==> src/rtl/coos_pkg.sv <==
package coos_pkg;
    typedef enum logic [2:0] {
        ST_IDLE,
        ST_FETCH_EVEN,
        ST_DECODE,
        ST_FETCH_ODD,
        ST_HANDOFF
    } coos_state_e;

    typedef struct packed {
        logic is_jump;
        logic is_bkwd;
    } order_class_t;
endpackage

==> src/rtl/coos_order_decode.sv <==
module coos_order_decode
    import coos_pkg::*;
#(
    parameter int ORD_W = 8,
    parameter logic [ORD_W-1:0] JMP_MASK  = 8'h0F,
    parameter logic [ORD_W-1:0] JMP_CODE  = 8'h08,
    parameter logic [ORD_W-1:0] BKWD_MASK = 8'h0F,
    parameter logic [ORD_W-1:0] BKWD_CODE = 8'h0C
) (
    input  logic [ORD_W-1:0] order,
    output order_class_t     cls
);
    logic jmp_hit;
    logic bkwd_hit;

    always_comb begin
        jmp_hit     = ((order & JMP_MASK) == JMP_CODE);
        bkwd_hit    = ((order & BKWD_MASK) == BKWD_CODE);
        // jump takes priority if the two patterns ever overlap
        cls.is_jump = jmp_hit;
        cls.is_bkwd = bkwd_hit && !jmp_hit;
    end
endmodule

==> src/rtl/coos_status_unit.sv <==
module coos_status_unit (
    input  logic clk,
    input  logic rst,
    input  logic clr,
    input  logic fetch_ack,
    input  logic perr,
    input  logic dec_en,
    input  logic dec_jump,
    input  logic odd_done,
    input  logic handoff,
    output logic halt_next,
    output logic cnt_ok,
    output logic st_mem_err,
    output logic st_ctl_err,
    output logic st_halt
);
    logic jump_seen;
    logic ctl_next;

    always_comb begin
        ctl_next  = st_ctl_err | (dec_en & dec_jump & jump_seen);
        halt_next = st_mem_err | ctl_next;
        cnt_ok    = odd_done & ~(st_halt | st_mem_err | perr);
    end

    always_ff @(posedge clk) begin
        if (rst || clr) begin
            st_mem_err <= 1'b0;
            st_ctl_err <= 1'b0;
            st_halt    <= 1'b0;
            jump_seen  <= 1'b0;
        end else begin
            if (fetch_ack && perr) st_mem_err <= 1'b1;
            if (dec_en) begin
                st_ctl_err <= ctl_next;
                st_halt    <= st_halt | halt_next;
                if (dec_jump) jump_seen <= 1'b1;
            end
            if (odd_done) jump_seen <= 1'b0;
            if (handoff)  st_halt <= st_halt | st_mem_err;
        end
    end

    assert_halt_cause_R8: assert property (@(posedge clk) disable iff (rst)
        st_halt |-> (st_mem_err || st_ctl_err));

    assert_ctl_needs_jump_R6: assert property (@(posedge clk) disable iff (rst)
        $rose(st_ctl_err) |-> $past(dec_en && dec_jump));
endmodule

==> src/rtl/coos_addr_unit.sv <==
module coos_addr_unit
    import coos_pkg::*;
#(
    parameter int WORD_W = 32,
    parameter int ORD_W  = 8,
    parameter int BA_W   = 19,
    parameter int BC_W   = 16,
    parameter int LOW_W  = 2,
    localparam int DW_SH = 3,
    localparam int CA_W  = BA_W - DW_SH
) (
    input  logic              clk,
    input  logic              rst,
    input  logic              start_load,
    input  logic [CA_W-1:0]   start_ca,
    input  logic              dec_en,
    input  logic [WORD_W-1:0] dec_word,
    input  order_class_t      cls,
    input  logic              cnt_load,
    input  logic [WORD_W-1:0] odd_word,
    output logic [CA_W-1:0]   cmd_addr,
    output logic [BA_W-1:0]   byte_addr,
    output logic [BC_W-1:0]   byte_cnt,
    output logic              backward,
    output logic [ORD_W-1:0]  order_out
);
    logic [BA_W-1:0]  fld;
    logic [LOW_W-1:0] low_bits;

    assign fld = dec_word[BA_W-1:0];

    // backward forces each low byte-address bit high
    for (genvar gi = 0; gi < LOW_W; gi++) begin : g_low
        assign low_bits[gi] = fld[gi] | cls.is_bkwd;
    end

    always_ff @(posedge clk) begin
        if (rst) begin
            cmd_addr  <= '0;
            byte_addr <= '0;
            byte_cnt  <= '0;
            backward  <= 1'b0;
            order_out <= '0;
        end else begin
            if (start_load) begin
                cmd_addr <= start_ca;
                backward <= 1'b0;
            end
            if (dec_en) begin
                order_out <= dec_word[WORD_W-1 -: ORD_W];
                backward  <= cls.is_bkwd;
                if (cls.is_jump) cmd_addr <= fld[BA_W-1:DW_SH];
                else             byte_addr <= {fld[BA_W-1:LOW_W], low_bits};
            end
            if (cnt_load) byte_cnt <= odd_word[BC_W-1:0];
        end
    end
endmodule

==> src/rtl/chan_order_out_seq.sv <==
module chan_order_out_seq
    import coos_pkg::*;
#(
    parameter int WORD_W = 32,
    parameter int ORD_W  = 8,
    parameter int BA_W   = 19,
    parameter int BC_W   = 16,
    parameter logic [ORD_W-1:0] JMP_MASK  = 8'h0F,
    parameter logic [ORD_W-1:0] JMP_CODE  = 8'h08,
    parameter logic [ORD_W-1:0] BKWD_MASK = 8'h0F,
    parameter logic [ORD_W-1:0] BKWD_CODE = 8'h0C,
    localparam int CA_W = BA_W - 3
) (
    input  logic              clk,
    input  logic              rst,
    input  logic              start,
    input  logic [CA_W-1:0]   start_cmd_addr,
    output logic              busy,
    output logic              mem_req,
    output logic [CA_W:0]     mem_addr,
    input  logic              mem_ack,
    input  logic [WORD_W-1:0] mem_rdata,
    input  logic              mem_perr,
    output logic [ORD_W-1:0]  order_out,
    output logic              dc_rsa,
    output logic [CA_W-1:0]   cmd_addr,
    output logic [BA_W-1:0]   byte_addr,
    output logic [BC_W-1:0]   byte_cnt,
    output logic              backward,
    output logic              st_mem_err,
    output logic              st_ctl_err,
    output logic              st_halt
);
    coos_state_e       st_q, st_d;
    logic [WORD_W-1:0] cmd_word;
    order_class_t      cls;
    logic              start_load, fetch_ack, dec_en, odd_done, handoff;
    logic              halt_next, cnt_ok;

    // state register
    always_ff @(posedge clk) begin
        if (rst) st_q <= ST_IDLE;
        else     st_q <= st_d;
    end

    // next state
    always_comb begin
        st_d = st_q;
        unique case (st_q)
            ST_IDLE:       if (start)   st_d = ST_FETCH_EVEN;
            ST_FETCH_EVEN: if (mem_ack) st_d = ST_DECODE;
            ST_DECODE:     st_d = (cls.is_jump && !halt_next) ? ST_FETCH_EVEN : ST_FETCH_ODD;
            ST_FETCH_ODD:  if (mem_ack) st_d = ST_HANDOFF;
            ST_HANDOFF:    st_d = ST_IDLE;
            default:       st_d = ST_IDLE;
        endcase
    end

    // outputs and strobes
    always_comb begin
        busy       = (st_q != ST_IDLE);
        mem_req    = (st_q == ST_FETCH_EVEN) || (st_q == ST_FETCH_ODD);
        mem_addr   = {cmd_addr, st_q == ST_FETCH_ODD};
        dc_rsa     = (st_q == ST_HANDOFF);
        start_load = (st_q == ST_IDLE) && start;
        fetch_ack  = mem_req && mem_ack;
        dec_en     = (st_q == ST_DECODE);
        odd_done   = (st_q == ST_FETCH_ODD) && mem_ack;
        handoff    = dc_rsa;
    end

    always_ff @(posedge clk) begin
        if (rst) cmd_word <= '0;
        else if ((st_q == ST_FETCH_EVEN) && mem_ack) cmd_word <= mem_rdata;
    end

    coos_order_decode #(
        .ORD_W(ORD_W), .JMP_MASK(JMP_MASK), .JMP_CODE(JMP_CODE),
        .BKWD_MASK(BKWD_MASK), .BKWD_CODE(BKWD_CODE)
    ) u_dec (
        .order (cmd_word[WORD_W-1 -: ORD_W]),
        .cls   (cls)
    );

    coos_status_unit u_stat (
        .clk, .rst,
        .clr       (start_load),
        .fetch_ack (fetch_ack),
        .perr      (mem_perr),
        .dec_en    (dec_en),
        .dec_jump  (cls.is_jump),
        .odd_done  (odd_done),
        .handoff   (handoff),
        .halt_next (halt_next),
        .cnt_ok    (cnt_ok),
        .st_mem_err, .st_ctl_err, .st_halt
    );

    coos_addr_unit #(
        .WORD_W(WORD_W), .ORD_W(ORD_W), .BA_W(BA_W), .BC_W(BC_W)
    ) u_addr (
        .clk, .rst,
        .start_load (start_load),
        .start_ca   (start_cmd_addr),
        .dec_en     (dec_en),
        .dec_word   (cmd_word),
        .cls        (cls),
        .cnt_load   (cnt_ok),
        .odd_word   (mem_rdata),
        .cmd_addr, .byte_addr, .byte_cnt, .backward, .order_out
    );

    assert_rsa_pulse_R10: assert property (@(posedge clk) disable iff (rst)
        dc_rsa |=> (!dc_rsa && !busy));

    assert_req_busy_R2: assert property (@(posedge clk) disable iff (rst)
        mem_req |-> busy);

    assert_no_even_after_ctl_R6: assert property (@(posedge clk) disable iff (rst)
        (st_ctl_err && mem_req) |-> mem_addr[0]);

    assert_cnt_frozen_R9: assert property (@(posedge clk) disable iff (rst)
        st_mem_err |=> $stable(byte_cnt));

    assert_start_clears_R11: assert property (@(posedge clk) disable iff (rst)
        (!busy && start) |=> (!st_mem_err && !st_ctl_err && !st_halt && busy));
endmodule

==> config.mk <==
export PLATFORM = sky130hd
export DESIGN_NAME = chan_order_out_seq
export DESIGN_NICKNAME = d
export VERILOG_FILES = /design/src/rtl/coos_pkg.sv /design/src/rtl/coos_order_decode.sv /design/src/rtl/coos_status_unit.sv /design/src/rtl/coos_addr_unit.sv /design/src/rtl/chan_order_out_seq.sv
export SDC_FILE = /design/constraint.sdc
export NUM_CORES = 1
export LEC_CHECK = 0
export BUFFER_PORTS_ARGS = -buffer_cell sky130_fd_sc_hd__buf_2
export CAP_MARGIN = 25
export CORE_MARGIN = 2
export CORE_UTILIZATION = 40
export DETAILED_ROUTE_END_ITERATION = 6
export GPL_TIMING_DRIVEN = 1
export HOLD_SLACK_MARGIN = 0.08
export PLACE_DENSITY = 0.76
export SYNTH_ARGS = -nofsm -noshare
export SYNTH_HDL_FRONTEND = slang
export SYNTH_SLANG_ARGS = --single-unit
==> constraint.sdc <==
create_clock -name clk -period 3.4 [get_ports clk]
set_input_delay 0.34 -clock clk [delete_from_list [all_inputs] [get_ports clk]]
set_output_delay 0.34 -clock clk [all_outputs]
set_load 0.03 [all_outputs]
Word-level counts from Yosys, hierarchy flattened
Cells that the tools add are included.

Word-level logic and storage cells: 63. Output and inout port bits: 83. Input bits: 53. Register bits after elaboration: 99.

Reduce and logical (&&, ||, !) cells: 19. Equality and inequality tests: 9. Mux-type cells: 12. Bitwise operators: 12.

Operators with widths (number): $mux 16 (3); $pmux 3 s4 (1); $mux 3 (3); $eq 4x4->1 const B (2); $logic_and 1x1->1 (7); $or 1x1->1 (7); $eq 3x2->1 const B (2); $mux 1 (4); $ne 2x2->1 const B (2); $reduce_and 2->1 (2); $reduce_bool 2->1 (2); $and 1x1->1 (3); $eq 3x1->1 const B (1); $eq 3x3->1 const B (1); $logic_not 3->1 (1); $reduce_and 3->1 (1); $reduce_bool 3->1 (1); $logic_not 1->1 (2); $logic_or 1x1->1 (2); $mux 2 (1); $ne 2x1->1 const B (1); $not 1->1 (2); $reduce_or 2->1 (1).

Longest topological paths before layout
Gate-level depths: netlist of run 1.

Word-level depth: 9. Mapped depth: 6.

Cells and area by module
Synthesis of run 1 repeated with hierarchy kept, for this count alone.

Cell total of the unflattened synthesis: 436. Area total of the unflattened synthesis: 4239.1 µm².

By module, submodules not included: coos_addr_unit (seq. area each 1201.2 µm², cells each 238, instances 1, area an instance 2270.9 µm²); chan_order_out_seq (seq. area each 700.7 µm², cells each 179, instances 1, area an instance 1757.9 µm²); coos_status_unit (seq. area each 80.1 µm², cells each 16, instances 1, area an instance 175.2 µm²); coos_order_decode (seq. area each 0.0 µm², cells each 3, instances 1, area an instance 35.0 µm²).

Worst setup path after synthesis of run 1
Ideal clock, no wire load.

Kind: reg2out. Start point: register st_q[0]. End point: output mem_addr[0]. Setup slack: 1.548 ns. Path buffers: 1. Arrival: 1.512 ns. Data required time: 3.060 ns. Stages on the path, launching flop included: 4. Path through: dfxtp_1 > buf_2 > nor2b_1 > and2_1.

Word-level cells in the longest chain between the ends: 1.

Ends and longest elaborated chain: from (decl) (RTL line chan_order_out_seq.sv:34) `coos_state_e st_q, st_d;`; from (signal assigned) (RTL line chan_order_out_seq.sv:43) `else st_q <= st_d;`; $eq 3x2->1 (RTL line chan_order_out_seq.sv:63) `mem_addr = {cmd_addr, st_q == ST_FETCH_ODD};`; to (decl) (RTL line chan_order_out_seq.sv:20) `output logic [CA_W:0] mem_addr,`.

Every way passes these cells.

Worst setup path after layout of run 1
Start point: register st_q[1]. End point: register u_stat.st_halt.

Word-level cells in the longest chain between the ends: 8. Elaborated cells between the ends (all ways): 13. Classes of those cells: eq/ne: 2; mux: 2; bitwise: 5; reduce/logical: 4.

Ends and longest elaborated chain: $eq 3x2->1 (RTL line chan_order_out_seq.sv:67) `dec_en = (st_q == ST_DECODE);`; $and 1x1->1 (2 in series) (RTL line coos_status_unit.sv:21) `ctl_next = st_ctl_err | (dec_en & dec_jump & jump_seen);`; $or 1x1->1 (RTL line coos_status_unit.sv:21); $or 1x1->1 (RTL line coos_status_unit.sv:22) `halt_next = st_mem_err | ctl_next;`; $or 1x1->1 (RTL line coos_status_unit.sv:36) `st_halt <= st_halt | halt_next;`; $mux 1 (RTL line coos_status_unit.sv:34) `if (dec_en) begin`; $mux 1 (RTL line coos_status_unit.sv:40) `if (handoff) st_halt <= st_halt | st_mem_err;`; to (signal assigned) (RTL line coos_status_unit.sv:36); to (signal assigned) (RTL line coos_status_unit.sv:40); to (decl) (RTL line coos_status_unit.sv:15) `output logic st_halt`.

Parallel ways exist; a longest one is shown, timed or not. The select of a mux whose other input is x is not followed. A chain may end at the register's enable or synchronous reset.

==> impl_metrics.xml, run 1 <==
<?xml version="1.0" encoding="UTF-8"?>
<metrics>
  <group name="run_status">
    <metric name="status" unit="">complete, no violations</metric>
  </group>
  <group name="detailed_routing">
    <metric name="detail_route.vias_per_cell" unit="">5.47</metric>
    <metric name="detail_route.iter0.violations" unit="">269</metric>
    <metric name="vias" unit="">3712</metric>
    <metric name="wl_per_cell" unit="um">15.5</metric>
    <metric name="routed_wire_length" unit="mm">10.5</metric>
    <metric name="route.detailed.drc" unit="">0</metric>
    <metric name="route.antenna.remaining_nets" unit="">0</metric>
    <metric name="drt_first_pass_iters" unit="">5</metric>
  </group>
  <group name="finish">
    <metric name="antenna_cells_inserted" unit="">0</metric>
    <metric name="filler_cell_count" unit="">912</metric>
    <metric name="final_net_count" unit="">615</metric>
    <metric name="layout-drive-gt1-share" unit="%">28.4</metric>
    <metric name="fin_area" unit="um^2">4590</metric>
    <metric name="signed_area_change_from_the_synthesized_netlist_to_the_final_layout" unit="%">21.3</metric>
  </group>
  <group name="synthesis">
    <metric name="synth_warnings" unit="">0</metric>
    <metric name="netlist_top_cells_area" unit="">sky130_fd_sc_hd__dfxtp_1 (50%), sky130_fd_sc_hd__nand2_1 (11%), sky130_fd_sc_hd__a21oi_1 (9.6%)</metric>
    <metric name="synth_commonest_cells" unit="">sky130_fd_sc_hd__nand2_1 (106), sky130_fd_sc_hd__dfxtp_1 (94), sky130_fd_sc_hd__a21oi_1 (73)</metric>
    <metric name="synth_top_family_by_area" unit="">simple AND/OR/NAND/NOR gates</metric>
    <metric name="synthDistinctLibCells" unit="">35</metric>
    <metric name="synthesis.area" unit="um^2">3790</metric>
    <metric name="synth_compound_gate_area_share" unit="%">19.2</metric>
    <metric name="synth_enable_flop_cells" unit="">0</metric>
    <metric name="synth-xor-area-share" unit="%">0</metric>
    <metric name="synth_fa_ha_area_share" unit="%">0</metric>
    <metric name="post_synth_inst_count" unit="">470</metric>
    <metric name="yosys_most_used_dff" unit="">sky130_fd_sc_hd__dfxtp_1</metric>
    <metric name="synthesized_netlist_net_count" unit="">523</metric>
    <metric name="post_synth_and_or_nand_nor_area_fraction" unit="%">23.3</metric>
    <metric name="ys_seq_elements" unit="">94</metric>
    <metric name="async_flop_share" unit="%">0</metric>
    <metric name="synthesis.area_per_instance" unit="um^2">8.06</metric>
    <metric name="muxShareOfSynthArea" unit="%">0</metric>
    <metric name="synth_largest_type_area_fraction" unit="%">49.7</metric>
    <metric name="sequential_area_share_after_synthesis" unit="%">49.7</metric>
    <metric name="synth.largest_area_cell" unit="">sky130_fd_sc_hd__dfxtp_1</metric>
    <metric name="post-synth-top-count-cell" unit="">sky130_fd_sc_hd__nand2_1</metric>
  </group>
  <group name="timing">
    <metric name="min_hold_slack" unit="ns">0.212</metric>
    <metric name="max_slew_margin" unit="%">46.5</metric>
    <metric name="timing_worst_slew_pin_value" unit="ns">0.802</metric>
    <metric name="slew_viol_final" unit="">0</metric>
    <metric name="final-hold-violation-count" unit="">0</metric>
    <metric name="finalSetupViolCount" unit="">0</metric>
    <metric name="grt_setup_unrepaired" unit="">no</metric>
    <metric name="finalCriticalPeriod" unit="ns">2.10</metric>
    <metric name="clock-skew-final" unit="ns">0.0162</metric>
    <metric name="finalSetupTns" unit="ns">0</metric>
    <metric name="timing.fmax" unit="GHz">0.476</metric>
    <metric name="fin_crit_sh" unit="%">61.8</metric>
  </group>
  <group name="critical_path">
    <metric name="cp_num_buf_inv" unit="">1</metric>
    <metric name="path_cells" unit="">or3b_1 -&gt; buf_4 -&gt; or4_1 -&gt; o221a_1</metric>
    <metric name="path_class" unit="">flop to flop</metric>
    <metric name="path_max_fanout" unit="">45</metric>
    <metric name="setup.worst_path.end_class" unit="">flop</metric>
    <metric name="crit_family" unit="">simple AND/OR/NAND/NOR gates</metric>
    <metric name="category_of_the_worst_setup_path_launch_point" unit="">flop</metric>
    <metric name="cp_data_required_time" unit="ns">3.67</metric>
    <metric name="critical_path.slowest_cell" unit="">sky130_fd_sc_hd__dfxtp_1</metric>
    <metric name="crit_path_max_cell_delay" unit="ns">0.62</metric>
    <metric name="cp.arrival" unit="ns">2.38</metric>
  </group>
  <group name="clock_network">
    <metric name="ctsHtreeMaxLevel" unit="">3</metric>
    <metric name="cts_resized" unit="">0</metric>
    <metric name="clock_sinks" unit="">94</metric>
    <metric name="cts_setup_buffers" unit="">0</metric>
    <metric name="worst_setup_hold_path_clk_slew" unit="ns">0.11</metric>
    <metric name="cts_buffers" unit="">9</metric>
    <metric name="cts_buffer_depth" unit="">2</metric>
    <metric name="cts_tree" unit="">yes</metric>
    <metric name="cell_at_the_root_of_the_clock_tree" unit="">sky130_fd_sc_hd__clkbuf_8</metric>
    <metric name="hold_buffers" unit="">0</metric>
    <metric name="insertion_delay" unit="ns">0.37</metric>
  </group>
  <group name="floorplan">
    <metric name="std_cell_rows" unit="">35</metric>
    <metric name="die_h" unit="um">101</metric>
    <metric name="die_area" unit="um^2">10300</metric>
    <metric name="die_x" unit="um">101</metric>
    <metric name="floorplan.core_area" unit="um^2">9200</metric>
    <metric name="num_io_pins" unit="">136</metric>
    <metric name="start_util" unit="%">41.2</metric>
  </group>
  <group name="placement">
    <metric name="half_perimeter_wire_length_after_detailed_placement" unit="mm">7.23</metric>
    <metric name="placement.cell_area" unit="um^2">4390</metric>
    <metric name="io_buf_count" unit="">130</metric>
    <metric name="gp_routability_congestion" unit="">0.789</metric>
  </group>
  <group name="global_route">
    <metric name="grt_usage" unit="%">20.0</metric>
    <metric name="global_route_wire_length_before_repair" unit="mm">16.2</metric>
    <metric name="first_global_vias" unit="">3225</metric>
    <metric name="number_of_antenna_violations_at_the_first_check_in_global_routing" unit="">0</metric>
    <metric name="grt_start_max_net_pins" unit="">46</metric>
    <metric name="gr-total-overflow" unit="">0</metric>
  </group>
  <group name="pwr">
    <metric name="pwr_density_cell" unit="nW/um^2">486</metric>
    <metric name="power_leakage" unit="nW">1.84</metric>
    <metric name="max-vdd-ir-drop" unit="uV">324</metric>
  </group>
  <group name="run">
    <metric name="max_cap_violations" unit="">0</metric>
  </group>
  <group name="hold_path">
    <metric name="hold_path.class" unit="">input pin to flop</metric>
  </group>
</metrics>
placed cells by master (no fill, tap or decap), types with 2 or more instances in the layout:
master,netlist,layout
sky130_fd_sc_hd__clkinvlp_4,0,2
sky130_fd_sc_hd__nand3_1,34,34
sky130_fd_sc_hd__a31oi_1,3,3
sky130_fd_sc_hd__dfxtp_1,94,94
sky130_fd_sc_hd__nor3_1,21,21
sky130_fd_sc_hd__inv_6,0,3
sky130_fd_sc_hd__clkbuf_8,0,9
sky130_fd_sc_hd__buf_4,16,10
sky130_fd_sc_hd__nand2_1,106,106
sky130_fd_sc_hd__a21oi_1,73,73
sky130_fd_sc_hd__o21ai_0,32,32
sky130_fd_sc_hd__nor4_1,3,3
sky130_fd_sc_hd__or3_1,2,2
sky130_fd_sc_hd__nor2b_1,2,2
sky130_fd_sc_hd__and2_1,2,2
sky130_fd_sc_hd__nor2_1,2,2
sky130_fd_sc_hd__nand2b_1,2,2
sky130_fd_sc_hd__buf_2,12,130
sky130_fd_sc_hd__a311oi_1,16,16
state kept, by name (all words and copies together), names as in the netlist:
name and count:
u_stat.st_mem_err 1, u_addr.backward 1, u_addr.byte_cnt 16, u_addr.order_out 8, u_stat.st_ctl_err 1, u_addr.byte_addr 19
cmd_word 27, u_stat.st_halt 1, u_stat.jump_seen 1, st_q 3, u_addr.cmd_addr 16
tightest hold or removal path: cells and delay by family:
kind	cells	cell delay [ns]
buffers and inverters	1	0.10
AOI/OAI and AO/OA	1	0.05
and+or+nand+nor	1	0.04
routing by layer:
layer | track usage, % | share of wire [%]
met1 | 28.6 | 45
met2 | 30.3 | 46
met4 | 7.48 | 1.6
met3 | 3.38 | 7.9
met5 | 0 | 0
cells by family after synthesis:
| logic type | Yosys count |
|---|---|
| AOI/OAI and AO/OA | 129 |
| DFF | 94 |
| and+or+nand+nor | 188 |
| buffers and inverters | 59 |
worst paths after layout:
kind	depth (start not counted)	slack (ns)	startpoint	to
worst min register to register	2	0.46	cmd_word[28]	u_addr.order_out[4]
worst max-delay path	4	1.30	st_q[1]	u_stat.st_halt
worst max register to register	4	1.30	st_q[1]	u_stat.st_halt
worst min-delay path	3	0.21	mem_rdata[29]	cmd_word[29]
through the flow:
stage | worst slack, ns | power (mW) | util (%) | cells
finish | 1.30 | 2.23 | 49.9 | 678
global placement | 1.37 | 1.48 | 47.7 | 662
detailed placement | 1.29 | 1.49 | 47.7 | 662
CTS | 1.30 | 2.25 | 49.9 | 678
floorplan | 1.55 | 1.40 | - | 470
global route | 1.12 | 2.32 | 49.9 | 678
layout make-up:
class / count / area (um^2) / area share, %
sequential: 94 / 1880 / 41.0
multi-input combinational: 317 / 1640 / 35.8
tap: 111 / 139 / 3.02
clock inverter: 7 / 80.1 / 1.74
timing repair buffer: 140 / 726 / 15.8
clock buffer: 9 / 124 / 2.70
power by group:
part           switching (mW)  internal [mW]
Combinational           0.205         0.0923
Sequential             0.0327           1.14
Clock                   0.418          0.349
Total                   0.656           1.58
Power figures use the tool's default switching activity.
==> run 2: changes to the inputs <==
--- a/config.mk
+++ b/config.mk
@@ -5,6 +5,7 @@
 export SDC_FILE = /design/constraint.sdc
 export NUM_CORES = 1
 export LEC_CHECK = 0
+export ABC_AREA = 1
 export BUFFER_PORTS_ARGS = -buffer_cell sky130_fd_sc_hd__buf_2
 export CAP_MARGIN = 25
 export CORE_MARGIN = 2
@@ -12,7 +13,7 @@
 export DETAILED_ROUTE_END_ITERATION = 6
 export GPL_TIMING_DRIVEN = 1
 export HOLD_SLACK_MARGIN = 0.08
-export PLACE_DENSITY = 0.76
+export PLACE_DENSITY = 0.79
 export SYNTH_ARGS = -nofsm -noshare
 export SYNTH_HDL_FRONTEND = slang
 export SYNTH_SLANG_ARGS = --single-unit
==> constraint.sdc (replaced) <==
create_clock -name clk -period 1.85 [get_ports clk]
set_input_delay 0.185 -clock clk [delete_from_list [all_inputs] [get_ports clk]]
set_output_delay 0.185 -clock clk [all_outputs]
set_load 0.03 [all_outputs]
==> run 2 against run 1 <==
  * Register-to-register slack worse by 1.0 ns
  * First-iteration DRC count down 46%
  * Highest routed layer unchanged
  * Final area up 1.4%
==> impl_metrics.xml, run 2 <==
<?xml version="1.0" encoding="UTF-8"?>
<metrics>
  <group name="critical_path">
    <metric name="path_cells" unit="">nand3_1 -&gt; inv_1 -&gt; buf_2</metric>
    <metric name="cp.arrival" unit="ns">1.40</metric>
    <metric name="reg2regPathDepth" unit="">8</metric>
    <metric name="critical_path.slowest_cell" unit="">sky130_fd_sc_hd__dfxtp_1</metric>
    <metric name="path_class" unit="">flop to primary output</metric>
    <metric name="path_max_fanout" unit="">5</metric>
    <metric name="cp_data_required_time" unit="ns">1.66</metric>
    <metric name="crit_path_max_cell_delay" unit="ns">0.55</metric>
    <metric name="category_of_the_worst_setup_path_launch_point" unit="">flop</metric>
    <metric name="setup.worst_path.end_class" unit="">primary output</metric>
  </group>
  <group name="placement">
    <metric name="io_buf_count" unit="">130</metric>
    <metric name="half_perimeter_wire_length_after_detailed_placement" unit="mm">6.69</metric>
    <metric name="dp_cells" unit="">670</metric>
    <metric name="gp_routability_congestion" unit="">0.842</metric>
    <metric name="placement.cell_area" unit="um^2">4280</metric>
    <metric name="detailedPlace.worstSlack" unit="ns">0.272</metric>
  </group>
  <group name="finish">
    <metric name="final_net_count" unit="">644</metric>
    <metric name="signed_area_change_from_the_synthesized_netlist_to_the_final_layout" unit="%">27.0</metric>
    <metric name="reg_top3" unit="">cmd_word: 27 flops, u_addr.byte_addr: 19 flops</metric>
    <metric name="number_of_cells_in_the_finished_layout_apart_from_fillers" unit="">704</metric>
    <metric name="layout-drive-gt1-share" unit="%">28.4</metric>
    <metric name="largest-register" unit="">cmd_word</metric>
    <metric name="most_frequent_standard_cell_in_the_layout_excluding_fill_and_tap_cells" unit="">sky130_fd_sc_hd__buf_2</metric>
    <metric name="flip_flop_count_of_the_largest_register_after_layout" unit="">27</metric>
    <metric name="fin_area" unit="um^2">4660</metric>
    <metric name="most_frequent_cells_in_the_layout" unit="">sky130_fd_sc_hd__buf_2 (130), sky130_fd_sc_hd__nor2_1 (106), sky130_fd_sc_hd__dfxtp_1 (94), sky130_fd_sc_hd__o21ai_0 (64), sky130_fd_sc_hd__nand2_1 (50)</metric>
    <metric name="postLayoutCoreUtil" unit="%">52.9</metric>
    <metric name="antenna_cells_inserted" unit="">0</metric>
  </group>
  <group name="timing">
    <metric name="fin_crit_sh" unit="%">85.5</metric>
    <metric name="max_slew_margin" unit="%">68.9</metric>
    <metric name="slew_viol_final" unit="">0</metric>
    <metric name="final-hold-violation-count" unit="">0</metric>
    <metric name="finalCriticalPeriod" unit="ns">1.58</metric>
    <metric name="clock-skew-final" unit="ns">0.00935</metric>
    <metric name="timing_worst_slew_pin_value" unit="ns">0.465</metric>
    <metric name="setup_slack" unit="ns">0.268</metric>
    <metric name="finalSetupViolCount" unit="">0</metric>
    <metric name="timing.fmax" unit="GHz">0.632</metric>
    <metric name="grt_setup_unrepaired" unit="">no</metric>
    <metric name="min_hold_slack" unit="ns">0.0911</metric>
    <metric name="finalSetupTns" unit="ns">0</metric>
  </group>
  <group name="global_route">
    <metric name="gr-total-overflow" unit="">0</metric>
    <metric name="number_of_antenna_violations_at_the_first_check_in_global_routing" unit="">0</metric>
    <metric name="grt_usage" unit="%">19.5</metric>
    <metric name="grt_start_max_net_pins" unit="">69</metric>
    <metric name="global_route_wire_length_before_repair" unit="mm">15.6</metric>
    <metric name="first_global_vias" unit="">3258</metric>
  </group>
  <group name="synthesis">
    <metric name="synthDistinctLibCells" unit="">25</metric>
    <metric name="synth_fa_ha_area_share" unit="%">0</metric>
    <metric name="post-synth-top-count-cell" unit="">sky130_fd_sc_hd__nor2_1</metric>
    <metric name="yosys_most_used_dff" unit="">sky130_fd_sc_hd__dfxtp_1</metric>
    <metric name="synthesized_netlist_net_count" unit="">518</metric>
    <metric name="netlist_top_cells_area" unit="">sky130_fd_sc_hd__dfxtp_1 (51%), sky130_fd_sc_hd__nor2_1 (11%), sky130_fd_sc_hd__o21ai_0 (8.7%)</metric>
    <metric name="synth_largest_type_area_fraction" unit="%">51.3</metric>
    <metric name="synth.largest_area_cell" unit="">sky130_fd_sc_hd__dfxtp_1</metric>
    <metric name="synth_enable_flop_cells" unit="">0</metric>
    <metric name="post_synth_and_or_nand_nor_area_fraction" unit="%">21.7</metric>
    <metric name="synthesis.area_per_instance" unit="um^2">7.88</metric>
    <metric name="muxShareOfSynthArea" unit="%">0</metric>
    <metric name="synthesis.area" unit="um^2">3670</metric>
    <metric name="async_flop_share" unit="%">0</metric>
    <metric name="synth_compound_gate_area_share" unit="%">17.8</metric>
    <metric name="synth_commonest_cells" unit="">sky130_fd_sc_hd__nor2_1 (106), sky130_fd_sc_hd__dfxtp_1 (94), sky130_fd_sc_hd__o21ai_0 (64)</metric>
    <metric name="ys_seq_elements" unit="">94</metric>
    <metric name="post_synth_inst_count" unit="">465</metric>
    <metric name="sequential_area_share_after_synthesis" unit="%">51.3</metric>
    <metric name="synth_warnings" unit="">0</metric>
    <metric name="synth_top_family_by_area" unit="">simple AND/OR/NAND/NOR gates</metric>
    <metric name="synth-xor-area-share" unit="%">0</metric>
  </group>
  <group name="detailed_routing">
    <metric name="detail_route.vias_per_cell" unit="">4.97</metric>
    <metric name="route.antenna.remaining_nets" unit="">0</metric>
    <metric name="drt_first_pass_iters" unit="">4</metric>
    <metric name="wl_per_cell" unit="um">13.6</metric>
    <metric name="vias" unit="">3499</metric>
    <metric name="routed_wire_length" unit="mm">9.59</metric>
    <metric name="detail_route.iter0.violations" unit="">146</metric>
    <metric name="route.detailed.drc" unit="">0</metric>
  </group>
  <group name="clock_network">
    <metric name="cts_tree" unit="">yes</metric>
    <metric name="worst_setup_hold_path_clk_slew" unit="ns">0.09</metric>
    <metric name="cts_buffer_depth" unit="">2</metric>
    <metric name="ctsHtreeMaxLevel" unit="">3</metric>
    <metric name="cell_at_the_root_of_the_clock_tree" unit="">sky130_fd_sc_hd__clkbuf_8</metric>
    <metric name="insertion_delay" unit="ns">0.35</metric>
    <metric name="cts_resized" unit="">0</metric>
    <metric name="clock_sinks" unit="">94</metric>
    <metric name="cts_buffers" unit="">9</metric>
  </group>
  <group name="run_status">
    <metric name="status" unit="">complete, no violations</metric>
  </group>
  <group name="floorplan">
    <metric name="floorplan.core_area" unit="um^2">8810</metric>
    <metric name="std_cell_rows" unit="">34</metric>
    <metric name="start_util" unit="%">41.6</metric>
    <metric name="num_io_pins" unit="">136</metric>
    <metric name="die_h" unit="um">99.7</metric>
    <metric name="die_x" unit="um">99.7</metric>
    <metric name="die_area" unit="um^2">9950</metric>
  </group>
  <group name="run">
    <metric name="max_cap_violations" unit="">0</metric>
  </group>
  <group name="hold_path">
    <metric name="whs_path_depth" unit="">3</metric>
    <metric name="hold_path.class" unit="">input pin to flop</metric>
  </group>
  <group name="pwr">
    <metric name="p_total" unit="mW">4.41</metric>
    <metric name="pwr_density_cell" unit="nW/um^2">947</metric>
    <metric name="max-vdd-ir-drop" unit="uV">388</metric>
    <metric name="power_leakage" unit="nW">2.33</metric>
  </group>
</metrics>
-- run 2: repair_timing --
item / CTS / global route
hold buffers: 18 / 0
endpoints found under the hold margin: 20 / 0
setup buffers: 0 / 0
-- run 2: final cells by class --
| class | instances | area (um^2) |
|---|---|---|
| fill | 841 | 4150 |
| timing repair buffer | 156 | 916 |
| sequential | 94 | 1880 |
| multi-input combinational | 310 | 1450 |
| clock buffer | 10 | 128 |
| tap | 108 | 135 |
| clock inverter | 6 | 71.3 |
| inverter | 20 | 77.6 |
-- run 2: per-layer routing --
layer | global-route usage (%) | vias to the layer above | part of all wire (%)
met1 | 27.0 | 1569 | 47
met2 | 29.7 | 135 | 45
li1 | - | 1776 | -
met5 | 0 | - | 0
met4 | 8.32 | 0 | 1.9
met3 | 3.65 | 19 | 5.7
-- run 2: worst max-delay path: cells and delay by family (launching register included) --
family | cells | cell delay [ns]
and+or+nand+nor | 1 | 0.17
DFF | 1 | 0.55
buffers and inverters | 2 | 0.32
-- run 2: path summary, 6_finish.rpt --
kind	start	endpoint	slack (ns)
worst max-delay path	st_q[2]	dc_rsa	0.27
worst min-delay path	mem_rdata[3]	cmd_word[3]	0.09
worst max register to register	st_q[0]	u_addr.byte_addr[7]	0.29
worst min register to register	u_addr.byte_addr[1]	u_addr.byte_addr[1]	0.47
-- run 2: cells by family (layout without fill, tap and decap cells) --
| kind of cell | Yosys count | after routing |
|---|---|---|
| simple gates | 185 | 185 |
| flops | 94 | 94 |
| buf+inv | 61 | 192 |
| compound gates | 125 | 125 |
-- run 2: report_power, final --
| part | leakage [nW] | switching, mW | internal [mW] | total (mW) |
|---|---|---|---|---|
| Combinational | 1.47 | 0.555 | 0.258 | 0.813 |
| Sequential | 0.765 | 0.0890 | 2.15 | 2.24 |
| Clock | 0.0984 | 0.718 | 0.637 | 1.36 |
==> run 3: changes to the inputs <==
--- a/config.mk
+++ b/config.mk
@@ -8,6 +8,7 @@
 export ABC_AREA = 1
 export BUFFER_PORTS_ARGS = -buffer_cell sky130_fd_sc_hd__buf_2
 export CAP_MARGIN = 25
+export CORE_ASPECT_RATIO = 1.1
 export CORE_MARGIN = 2
 export CORE_UTILIZATION = 40
 export DETAILED_ROUTE_END_ITERATION = 6
==> run 3 against run 2 <==
  * Sequential power about the same
  * Flip-flop and latch count unchanged
  * Critical path depth increased by 3
  * Global-route usage increased by 1.2 points
  * Non-clock buffer count increased by 7
  * Core utilization increased by 0.26 points
  * Via count increased by 1.7%
  * Cell count increased by 1.7%
==> impl_metrics.xml, run 3 (synthesized netlist as in run 2, its figures left out) <==
<?xml version="1.0" encoding="UTF-8"?>
<metrics>
  <group name="timing">
    <metric name="slew_viol_final" unit="">0</metric>
    <metric name="max_slew_margin" unit="%">68.6</metric>
    <metric name="timing.fmax" unit="GHz">0.634</metric>
    <metric name="finalCriticalPeriod" unit="ns">1.58</metric>
    <metric name="final-hold-violation-count" unit="">0</metric>
    <metric name="clock-skew-final" unit="ns">0.00825</metric>
    <metric name="fin_crit_sh" unit="%">85.3</metric>
    <metric name="finalSetupViolCount" unit="">0</metric>
    <metric name="finalSetupTns" unit="ns">0</metric>
    <metric name="timing_worst_slew_pin_value" unit="ns">0.471</metric>
    <metric name="grt_setup_unrepaired" unit="">no</metric>
  </group>
  <group name="clock_network">
    <metric name="ctsHtreeMaxLevel" unit="">3</metric>
    <metric name="cell_at_the_root_of_the_clock_tree" unit="">sky130_fd_sc_hd__clkbuf_8</metric>
    <metric name="cts_resized" unit="">0</metric>
    <metric name="cts_buffer_depth" unit="">2</metric>
    <metric name="worst_setup_hold_path_clk_slew" unit="ns">0.09</metric>
    <metric name="cts_buffers" unit="">9</metric>
    <metric name="clock_sinks" unit="">94</metric>
    <metric name="cts_setup_buffers" unit="">0</metric>
    <metric name="cts_tree" unit="">yes</metric>
    <metric name="insertion_delay" unit="ns">0.36</metric>
  </group>
  <group name="detailed_routing">
    <metric name="detail_route.iter0.violations" unit="">192</metric>
    <metric name="detail_route.vias_per_cell" unit="">4.97</metric>
    <metric name="route.detailed.drc" unit="">0</metric>
    <metric name="drt_first_pass_iters" unit="">5</metric>
    <metric name="wl_per_cell" unit="um">14.1</metric>
    <metric name="vias" unit="">3558</metric>
    <metric name="route.antenna.remaining_nets" unit="">0</metric>
    <metric name="routed_wire_length" unit="mm">10.1</metric>
  </group>
  <group name="floorplan">
    <metric name="die_x" unit="um">95.3</metric>
    <metric name="die_h" unit="um">104</metric>
    <metric name="std_cell_rows" unit="">36</metric>
    <metric name="start_util" unit="%">41.3</metric>
    <metric name="floorplan.core_area" unit="um^2">8870</metric>
    <metric name="num_io_pins" unit="">136</metric>
    <metric name="die_area" unit="um^2">9950</metric>
  </group>
  <group name="run_status">
    <metric name="status" unit="">complete, no violations</metric>
  </group>
  <group name="finish">
    <metric name="antenna_cells_inserted" unit="">0</metric>
    <metric name="signed_area_change_from_the_synthesized_netlist_to_the_final_layout" unit="%">28.6</metric>
    <metric name="final_net_count" unit="">651</metric>
    <metric name="largest-register" unit="">cmd_word</metric>
    <metric name="multi_input_comb_area" unit="um^2">1450</metric>
    <metric name="most_frequent_standard_cell_in_the_layout_excluding_fill_and_tap_cells" unit="">sky130_fd_sc_hd__buf_2</metric>
    <metric name="flip_flop_count_of_the_largest_register_after_layout" unit="">27</metric>
    <metric name="filler_cell_count" unit="">824</metric>
    <metric name="most_frequent_cells_in_the_layout" unit="">sky130_fd_sc_hd__buf_2 (130), sky130_fd_sc_hd__nor2_1 (106), sky130_fd_sc_hd__dfxtp_1 (94), sky130_fd_sc_hd__o21ai_0 (64), sky130_fd_sc_hd__nand2_1 (50)</metric>
    <metric name="layout-drive-gt1-share" unit="%">27.6</metric>
    <metric name="reg_top3" unit="">cmd_word: 27 flops, u_addr.byte_addr: 19 flops</metric>
    <metric name="final-seq-area" unit="um^2">1880</metric>
  </group>
  <group name="pwr">
    <metric name="p_sw" unit="mW">1.34</metric>
    <metric name="switching_share" unit="%">30.4</metric>
    <metric name="max-vdd-ir-drop" unit="uV">406</metric>
    <metric name="p_total" unit="mW">4.42</metric>
    <metric name="power_leakage" unit="nW">2.34</metric>
    <metric name="power.sequential.fraction" unit="%">50.8</metric>
    <metric name="clkPwrFrac" unit="%">30.4</metric>
    <metric name="internal-power" unit="mW">3.08</metric>
    <metric name="pwr_density_cell" unit="nW/um^2">937</metric>
    <metric name="power_frac_comb" unit="%">18.8</metric>
  </group>
  <group name="global_route">
    <metric name="gr-total-overflow" unit="">0</metric>
    <metric name="global_route_wire_length_before_repair" unit="mm">16.4</metric>
    <metric name="number_of_antenna_violations_at_the_first_check_in_global_routing" unit="">0</metric>
    <metric name="first_global_vias" unit="">3416</metric>
    <metric name="grt_start_max_net_pins" unit="">69</metric>
    <metric name="grt_usage" unit="%">20.6</metric>
  </group>
  <group name="critical_path">
    <metric name="path_class" unit="">flop to flop</metric>
    <metric name="critical_path.slowest_cell" unit="">sky130_fd_sc_hd__dfxtp_1</metric>
    <metric name="critical_path.startpoint" unit="">st_q[1]</metric>
    <metric name="cp_data_required_time" unit="ns">2.14</metric>
    <metric name="crit_path_max_cell_delay" unit="ns">0.43</metric>
    <metric name="cp.depth" unit="">6</metric>
    <metric name="rr_endpoint" unit="">u_addr.byte_cnt[1]</metric>
    <metric name="path_max_fanout" unit="">19</metric>
    <metric name="reg2reg_setup_slack" unit="ns">0.27</metric>
    <metric name="reg2regPathDepth" unit="">6</metric>
    <metric name="cp_num_buf_inv" unit="">1</metric>
    <metric name="setup.worst_path.end_class" unit="">flop</metric>
    <metric name="r2r-start" unit="">st_q[1]</metric>
    <metric name="crit_path_end" unit="">u_addr.byte_cnt[1]</metric>
    <metric name="path_cells" unit="">inv_2 -&gt; nor3_4 -&gt; nand2_4 -&gt; nor2_8 -&gt; o21ai_0 -&gt; a21oi_1</metric>
    <metric name="crit_family" unit="">simple AND/OR/NAND/NOR gates</metric>
    <metric name="category_of_the_worst_setup_path_launch_point" unit="">flop</metric>
    <metric name="cp.arrival" unit="ns">1.87</metric>
  </group>
  <group name="hold_path">
    <metric name="hold_path.class" unit="">input pin to flop</metric>
  </group>
  <group name="placement">
    <metric name="io_buf_count" unit="">130</metric>
    <metric name="gp_routability_congestion" unit="">0.865</metric>
    <metric name="half_perimeter_wire_length_after_detailed_placement" unit="mm">6.83</metric>
  </group>
  <group name="run">
    <metric name="max_cap_violations" unit="">0</metric>
  </group>
</metrics>
==> run 3: changes by cell type in the layout (fill, tap and decap cells not counted) <==
cell,delta
sky130_fd_sc_hd__buf_12,-1
sky130_fd_sc_hd__clkbuf_1,+1
sky130_fd_sc_hd__clkbuf_8,+1
sky130_fd_sc_hd__clkinv_2,-1
sky130_fd_sc_hd__clkinv_4,-2
sky130_fd_sc_hd__clkinvlp_4,+1
sky130_fd_sc_hd__dlygate4sd3_1,+8
sky130_fd_sc_hd__inv_8,-1
==> run 3: cell type report <==
class	instances	area share, %
multi-input cells	310	30.7
well taps	114	3.02
repair buffers	163	20.7
clock inverters	3	0.955
flip-flops and latches	94	39.9
inverters	20	1.64
clock buffers	12	3.08
==> run 3: metrics by stage <==
step | util, % | hold slack, ns | cells | area (um^2) | setup WS, ns
after floorplan | - | 0.254 | 465 | 3670 | 0.335
after global placement | 48.1 | 0.417 | 675 | 4270 | 0.347
after detailed placement | 48.1 | 0.419 | 675 | 4270 | 0.285
after CTS | 53.1 | 0.0806 | 716 | 4720 | 0.256
after global routing | 53.1 | 0.0841 | 716 | 4720 | 0.0940
final | 53.1 | 0.0947 | 716 | 4720 | 0.272
==> run 3: how the worst min path moves through the flow <==
stage                    endpoint  cells after the start         startpoint
2_1_floorplan             st_q[1]                      1                rst
3_3_place_gp         cmd_word[30]                      3      mem_rdata[30]
3_5_place_dp         cmd_word[27]                      3      mem_rdata[27]
4_1_cts        u_addr.cmd_addr[9]                      3  start_cmd_addr[9]
5_1_grt        u_addr.cmd_addr[0]                      3  start_cmd_addr[0]
6_report             cmd_word[30]                      3      mem_rdata[30]
==> run 3: per-layer routing <==
layer / share of wire, % / global-route usage (%)
met5: 0 / 0
met4: 2.9 / 11.0
met3: 4.8 / 3.04
met2: 47 / 32.4
met1: 46 / 27.0
==> run 3: timing repair <==
item | in CTS | in global routing
endpoints found under the setup margin | 0 | 0
hold buffers | 26 | 0
endpoints found under the hold margin | 31 | 0
==> run 3: power by group through the flow <==
stage / combinational, mW / clock [mW] / sequential (mW)
6_report: 0.832 / 1.34 / 2.24
5_1_grt: 0.909 / 1.46 / 2.26
4_1_cts: 0.830 / 1.37 / 2.24
3_5_place_dp: 0.783 / 0 / 2.29
3_3_place_gp: 0.769 / 0 / 2.28
2_1_floorplan: 0.424 / 0 / 2.42
==> run 3: tightest hold or removal path: stages <==
cell	delay, ns
sky130_fd_sc_hd__buf_2	0.08
sky130_fd_sc_hd__nor2_1	0.04
sky130_fd_sc_hd__nor2_1	0.11
